### src/rtl/adcwin_pkg.sv
`timescale 1ns/1ps
package adcwin_pkg;
    parameter int SAMPLE_W = 10;
    parameter int WORD_W   = 16;
    parameter int BYTE_W   = 8;

    localparam int PAD_W  = WORD_W - SAMPLE_W;
    localparam int NBYTES = WORD_W / BYTE_W;
    localparam int BIDX_W = (NBYTES > 1) ? $clog2(NBYTES) : 1;
    localparam int SEL_W  = BIDX_W + 1;

    typedef logic [WORD_W-1:0]   word_t;
    typedef logic [SAMPLE_W-1:0] sample_t;
    typedef logic [BYTE_W-1:0]   byte_t;

    typedef enum logic {JUST_RIGHT = 1'b0, JUST_LEFT = 1'b1} just_e;
    typedef enum logic {WIN_OUTSIDE = 1'b0, WIN_INSIDE = 1'b1} win_mode_e;

    typedef struct packed {
        word_t above;
        word_t below;
    } bounds_t;

    typedef struct packed {
        logic over_above;
        logic under_below;
        win_mode_e mode;
    } cmp_flags_t;

    localparam word_t ABOVE_RST = '1;
    localparam word_t BELOW_RST = '0;

    function automatic word_t format_word(input sample_t s, input just_e j);
        word_t w;
        if (j == JUST_LEFT) w = {s, {PAD_W{1'b0}}};
        else                w = {{PAD_W{1'b0}}, s};
        return w;
    endfunction

    function automatic win_mode_e pick_mode(input bounds_t b);
        return (b.below > b.above) ? WIN_INSIDE : WIN_OUTSIDE;
    endfunction
endpackage

### src/rtl/adcwin_result_stage.sv
`timescale 1ns/1ps
module adcwin_result_stage
    import adcwin_pkg::*;
(
    input  logic    clk,
    input  logic    rst,
    input  logic    conv_done,
    input  sample_t sample,
    input  logic    left_just,
    output word_t   fmt_now,
    output word_t   result_q
);
    always_comb begin
        fmt_now = format_word(sample, just_e'(left_just));
    end

    always_ff @(posedge clk) begin
        if (rst)            result_q <= '0;
        else if (conv_done) result_q <= fmt_now;
    end
endmodule

### src/rtl/adcwin_thresholds.sv
`timescale 1ns/1ps
module adcwin_thresholds
    import adcwin_pkg::*;
(
    input  logic             clk,
    input  logic             rst,
    input  logic             wr_en,
    input  logic [SEL_W-1:0] wr_sel,
    input  byte_t            wr_data,
    output bounds_t          bounds
);
    word_t above_q;
    word_t below_q;

    logic             sel_below;
    logic [BIDX_W-1:0] sel_byte;

    always_comb begin
        sel_below = wr_sel[SEL_W-1];
        sel_byte  = wr_sel[BIDX_W-1:0];
    end

    for (genvar g = 0; g < NBYTES; g++) begin : g_byte
        localparam logic [BIDX_W-1:0] IDX = BIDX_W'(g);

        always_ff @(posedge clk) begin
            if (rst)
                above_q[g*BYTE_W +: BYTE_W] <= ABOVE_RST[g*BYTE_W +: BYTE_W];
            else if (wr_en && !sel_below && sel_byte == IDX)
                above_q[g*BYTE_W +: BYTE_W] <= wr_data;
        end

        always_ff @(posedge clk) begin
            if (rst)
                below_q[g*BYTE_W +: BYTE_W] <= BELOW_RST[g*BYTE_W +: BYTE_W];
            else if (wr_en && sel_below && sel_byte == IDX)
                below_q[g*BYTE_W +: BYTE_W] <= wr_data;
        end
    end

    always_comb begin
        bounds.above = above_q;
        bounds.below = below_q;
    end
endmodule

### src/rtl/adcwin_decide.sv
`timescale 1ns/1ps
module adcwin_decide
    import adcwin_pkg::*;
(
    input  word_t   word,
    input  bounds_t bounds,
    output logic    hit
);
    cmp_flags_t f;

    always_comb begin
        f.over_above  = word > bounds.above;
        f.under_below = word < bounds.below;
        f.mode        = pick_mode(bounds);
        if (f.mode == WIN_INSIDE) hit = f.over_above & f.under_below;
        else                      hit = f.over_above | f.under_below;
    end
endmodule

### src/rtl/adc_window_cmp.sv
`timescale 1ns/1ps
module adc_window_cmp
    import adcwin_pkg::*;
(
    input  logic                clk,
    input  logic                rst,
    input  logic                conv_done,
    input  logic [SAMPLE_W-1:0] conv_value,
    input  logic                left_just,
    input  logic                thr_wr_en,
    input  logic [SEL_W-1:0]    thr_wr_sel,
    input  logic [BYTE_W-1:0]   thr_wr_data,
    input  logic                flag_clr,
    input  logic                irq_en,
    output logic [WORD_W-1:0]   result_word,
    output logic                win_flag,
    output logic                win_irq
);
    word_t   fmt_now;
    word_t   result_q;
    bounds_t bounds;
    logic    hit;
    logic    flag_q;

    adcwin_result_stage i_stage (
        .clk      (clk),
        .rst      (rst),
        .conv_done(conv_done),
        .sample   (conv_value),
        .left_just(left_just),
        .fmt_now  (fmt_now),
        .result_q (result_q)
    );

    adcwin_thresholds i_thr (
        .clk    (clk),
        .rst    (rst),
        .wr_en  (thr_wr_en),
        .wr_sel (thr_wr_sel),
        .wr_data(thr_wr_data),
        .bounds (bounds)
    );

    adcwin_decide i_decide (
        .word  (fmt_now),
        .bounds(bounds),
        .hit   (hit)
    );

    always_ff @(posedge clk) begin
        if (rst)                  flag_q <= 1'b0;
        else if (conv_done && hit) flag_q <= 1'b1;
        else if (flag_clr)        flag_q <= 1'b0;
    end

    always_comb begin
        result_word = result_q;
        win_flag    = flag_q;
        win_irq     = flag_q & irq_en;
    end
endmodule

### config.mk
export PLATFORM = sky130hd
export DESIGN_NAME = adc_window_cmp
export DESIGN_NICKNAME = d
export VERILOG_FILES = /design/src/rtl/adcwin_pkg.sv /design/src/rtl/adcwin_result_stage.sv /design/src/rtl/adcwin_thresholds.sv /design/src/rtl/adcwin_decide.sv /design/src/rtl/adc_window_cmp.sv
export SDC_FILE = /design/constraint.sdc
export NUM_CORES = 1
export LEC_CHECK = 0
export ABC_AREA = 1
export BUFFER_PORTS_ARGS = -buffer_cell sky130_fd_sc_hd__buf_4
export CORE_UTILIZATION = 58
export DETAILED_ROUTE_END_ITERATION = 10
export PLACE_DENSITY = 0.85
export SLEW_MARGIN = 40
export SYNTH_ARGS = -nofsm -noshare
export SYNTH_HDL_FRONTEND = slang
export SYNTH_HIERARCHICAL = 1
export SYNTH_SLANG_ARGS = --single-unit
### constraint.sdc
create_clock -name clk -period 2.44 [get_ports clk]
set_input_delay 0.488 -clock clk [delete_from_list [all_inputs] [get_ports clk]]
set_output_delay 0.488 -clock clk [all_outputs]
set_load 0.02 [all_outputs]
==> impl_metrics.py <==
metrics = {
    "run_status": {
        "status": "completed",
    },
    "layout": {
        "fin_nets": 598,
        "layoutNonFillerInstCount": 597,
        "area_growth_pct": 13.1,
        "n_antenna_cell": 0,
        "ff_latch_area_um2": 981,
        "fillers": 476,
        "drive_above_1_share": 0.147,
        "multi_input_area_um2": 1930,
        "postLayoutCellArea_um2": 3760,
    },
    "critical_path": {
        "r2r_cells": 11,
        "cp.required_ns": 2.69,
        "arrival_ns": 2.13,
        "regToRegSetupSlack_ns": 0.71,
        "r2r_start": "i_thr/bounds[5]$_SDFFE_PP0P_",
        "worstSetupPathType": "input port to flop",
        "cp-startpoint": "left_just",
        "rr_endpoint": "win_flag$_SDFFE_PP0P_",
        "path_max_fanout": 11,
        "start_kind": "input port",
        "critPathCaptureType": "flop",
    },
    "floorplan": {
        "fp.coreArea_um2": 5510,
        "start_util": 0.603,
        "ios": 45,
        "die_x_um": 77.7,
        "die_y_um": 77.7,
        "row_count": 27,
        "die_area_um2": 6040,
    },
    "pwr": {
        "finalPower_mw": 1.83,
        "leakagePower_nw": 2.20,
        "ir_drop_v": 0.000330,
        "powerDensity_nw_per_um2": 486,
    },
    "synthesis": {
        "synth_fp_nets": 560,
        "synth_area_per_cell_um2": 6.84,
        "synth_edf_count": 0,
        "synth_warnings": 6,
        "synth.distinct_cells": 27,
        "synth_top_area_share": 0.295,
        "yosys.area.top_type": "dfxtp_1",
        "synthCells": 486,
        "synth-seq-area-share": 0.295,
        "synthTopCellsByArea": "dfxtp_1 30%, ha_1 18%, nand2_1 14%, inv_1 8.8%, nor2_1 5.3%",
        "yosys_most_used_dff": "dfxtp_1",
        "synthArstFlopShare": 0,
        "syn_area_um2": 3320,
        "ys_seq_elements": 49,
    },
    "timing": {
        "fmax_ghz": 0.533,
        "hold_viol": 0,
        "tightest_slew_ns": 0.317,
        "final.setup.worst_slack_ns": 0.564,
        "finalSetupViolCount": 0,
        "slew_viol_final": 0,
        "tns_ns": 0,
        "clock_skew_ns": 0.00167,
        "max_slew_margin": 0.789,
        "rsz0062_at_grt": "false",
        "period_share": 0.769,
        "final.min_clock_period_ns": 1.88,
    },
    "detailed_routing": {
        "route.vias.total": 3154,
        "drcViolationCount": 0,
        "vias_per_cell": 5.28,
        "ant_nets": 0,
        "wl_um": 7510,
        "drt-wirelength-per-cell_um": 12.6,
        "dr.pass1.iters": 4,
        "dr.first_iter.drc_count": 177,
    },
    "global_routing": {
        "grt_antenna_before_repair": 0,
        "met2_usage": 0.454,
        "grt_pass1_wl_um": 12900,
        "grtUsageMet1": 0.336,
        "grt_remaining_overflow": 0,
        "grt_max_degree": 34,
        "use_met3": 0.0471,
        "top_usage_layer": "met2",
        "grt_use_total": 0.268,
        "first_global_vias": 2913,
    },
    "placement": {
        "place_congestion": 0.878,
        "place_inst": 589,
        "dpl_cell_area_um2": 3660,
        "dpl.hpwl_um": 5750,
        "dp_slack_ns": 0.251,
        "portBuffers": 44,
    },
    "run": {
        "max-cap-violations": 0,
    },
    "clock_tree": {
        "post_cts_buffers": 0,
        "cts_hold_buf": 0,
        "cts_made_buffers": 5,
        "cts_resized": 0,
        "cts.htree.levels": 2,
        "clk_path_buf_depth": 2,
        "cts_num_sinks": 49,
        "cts.clk_slew.worst_paths_ns": 0.09,
        "clk-insertion-delay-late_ns": 0.31,
        "cts_tree": "built",
        "root_buffer": "clkbuf_8",
    },
    "min_path": {
        "hp-start": "rst",
        "whs_path_depth": 2,
        "holdPathEnd": "win_flag$_SDFFE_PP0P_",
        "hp-class": "input port to flop",
    },
}
[synthesized netlist by cell type, types with 5 or more instances]
cell type	count
inv_2	6
nand2_1	127
nand4_1	18
buf_2	5
dfxtp_1	49
ha_1	47
o21ai_1	5
inv_1	78
o21ai_0	12
nand3_1	25
nor2_1	47
nand2_2	7
a21oi_1	33
[worst max path at each step]
stage                                  endpoint  slack [ns]  cells after the start
after floorplan           win_flag$_SDFFE_PP0P_        0.55                     15
after global placement    win_flag$_SDFFE_PP0P_        0.33                     16
after detailed placement  win_flag$_SDFFE_PP0P_        0.25                     17
after CTS                 win_flag$_SDFFE_PP0P_        0.59                     17
after global routing      win_flag$_SDFFE_PP0P_        0.36                     14
final                     win_flag$_SDFFE_PP0P_        0.56                     14
[cells by family after synthesis]
| logic type | Yosys count | synth area share |
|---|---|---|
| AOI/OAI and AO/OA | 55 | 0.0877 |
| DFF | 49 | 0.295 |
| adders and majority gates | 47 | 0.177 |
| and+or+nand+nor | 235 | 0.315 |
| buffers and inverters | 100 | 0.125 |
[cells in the final DEF (no fill, tap or decap), types with 7 or more instances in the layout]
master / netlist / layout
nand2_1: 127 / 127
inv_1: 78 / 78
dfxtp_1: 49 / 49
nor2_1: 47 / 47
ha_1: 47 / 47
buf_4: 3 / 45
a21oi_1: 33 / 33
nand3_1: 25 / 25
nand4_1: 18 / 18
o21ai_0: 12 / 12
nand2_2: 7 / 7
[final cells by class]
cell class                 instances  share of cell area
inverter                          86              0.0859
timing repair buffer              45              0.0899
multi-input combinational        337               0.512
tap                               72              0.0240
sequential                        49               0.261
clock inverter                     2             0.00466
clock buffer                       6              0.0220
[worst max-delay path, stage by stage]
cell and delay (ns):
buf_4 0.15, inv_2 0.14, nand2_1 0.09, inv_1 0.10, ha_1 0.25, a21oi_1 0.15
nor2_1 0.06, nor3_1 0.13, nand2_1 0.10, a21oi_1 0.16, nand3_1 0.09, nand2_1 0.06
nand2_1 0.06, a21oi_2 0.13
[metal layers]
layer / routed length [um] / part of all wire
met1: 3540 / 0.47
met2: 3370 / 0.45
met3: 413 / 0.055
met4: 182 / 0.024
met5: 0 / 0
[registers in the layout (all words and copies together), names as in the netlist]
signal            flops
i_stage/result_q     16
i_thr/bounds         32
win_flag              1
[stage by stage]
stage	utilization	hold slack [ns]
floorplan	-	0.429
global placement	0.664	0.438
detailed placement	0.664	0.446
CTS	0.682	0.385
global route	0.682	0.395
finish	0.682	0.396
[power breakdown]
part	leakage (nW)	switching, mW	internal [mW]
clock	0.0518	0.287	0.236
combinational	1.75	0.261	0.166
sequential	0.403	0.0298	0.846
Note: power is estimated with default switching activity, not from simulation.
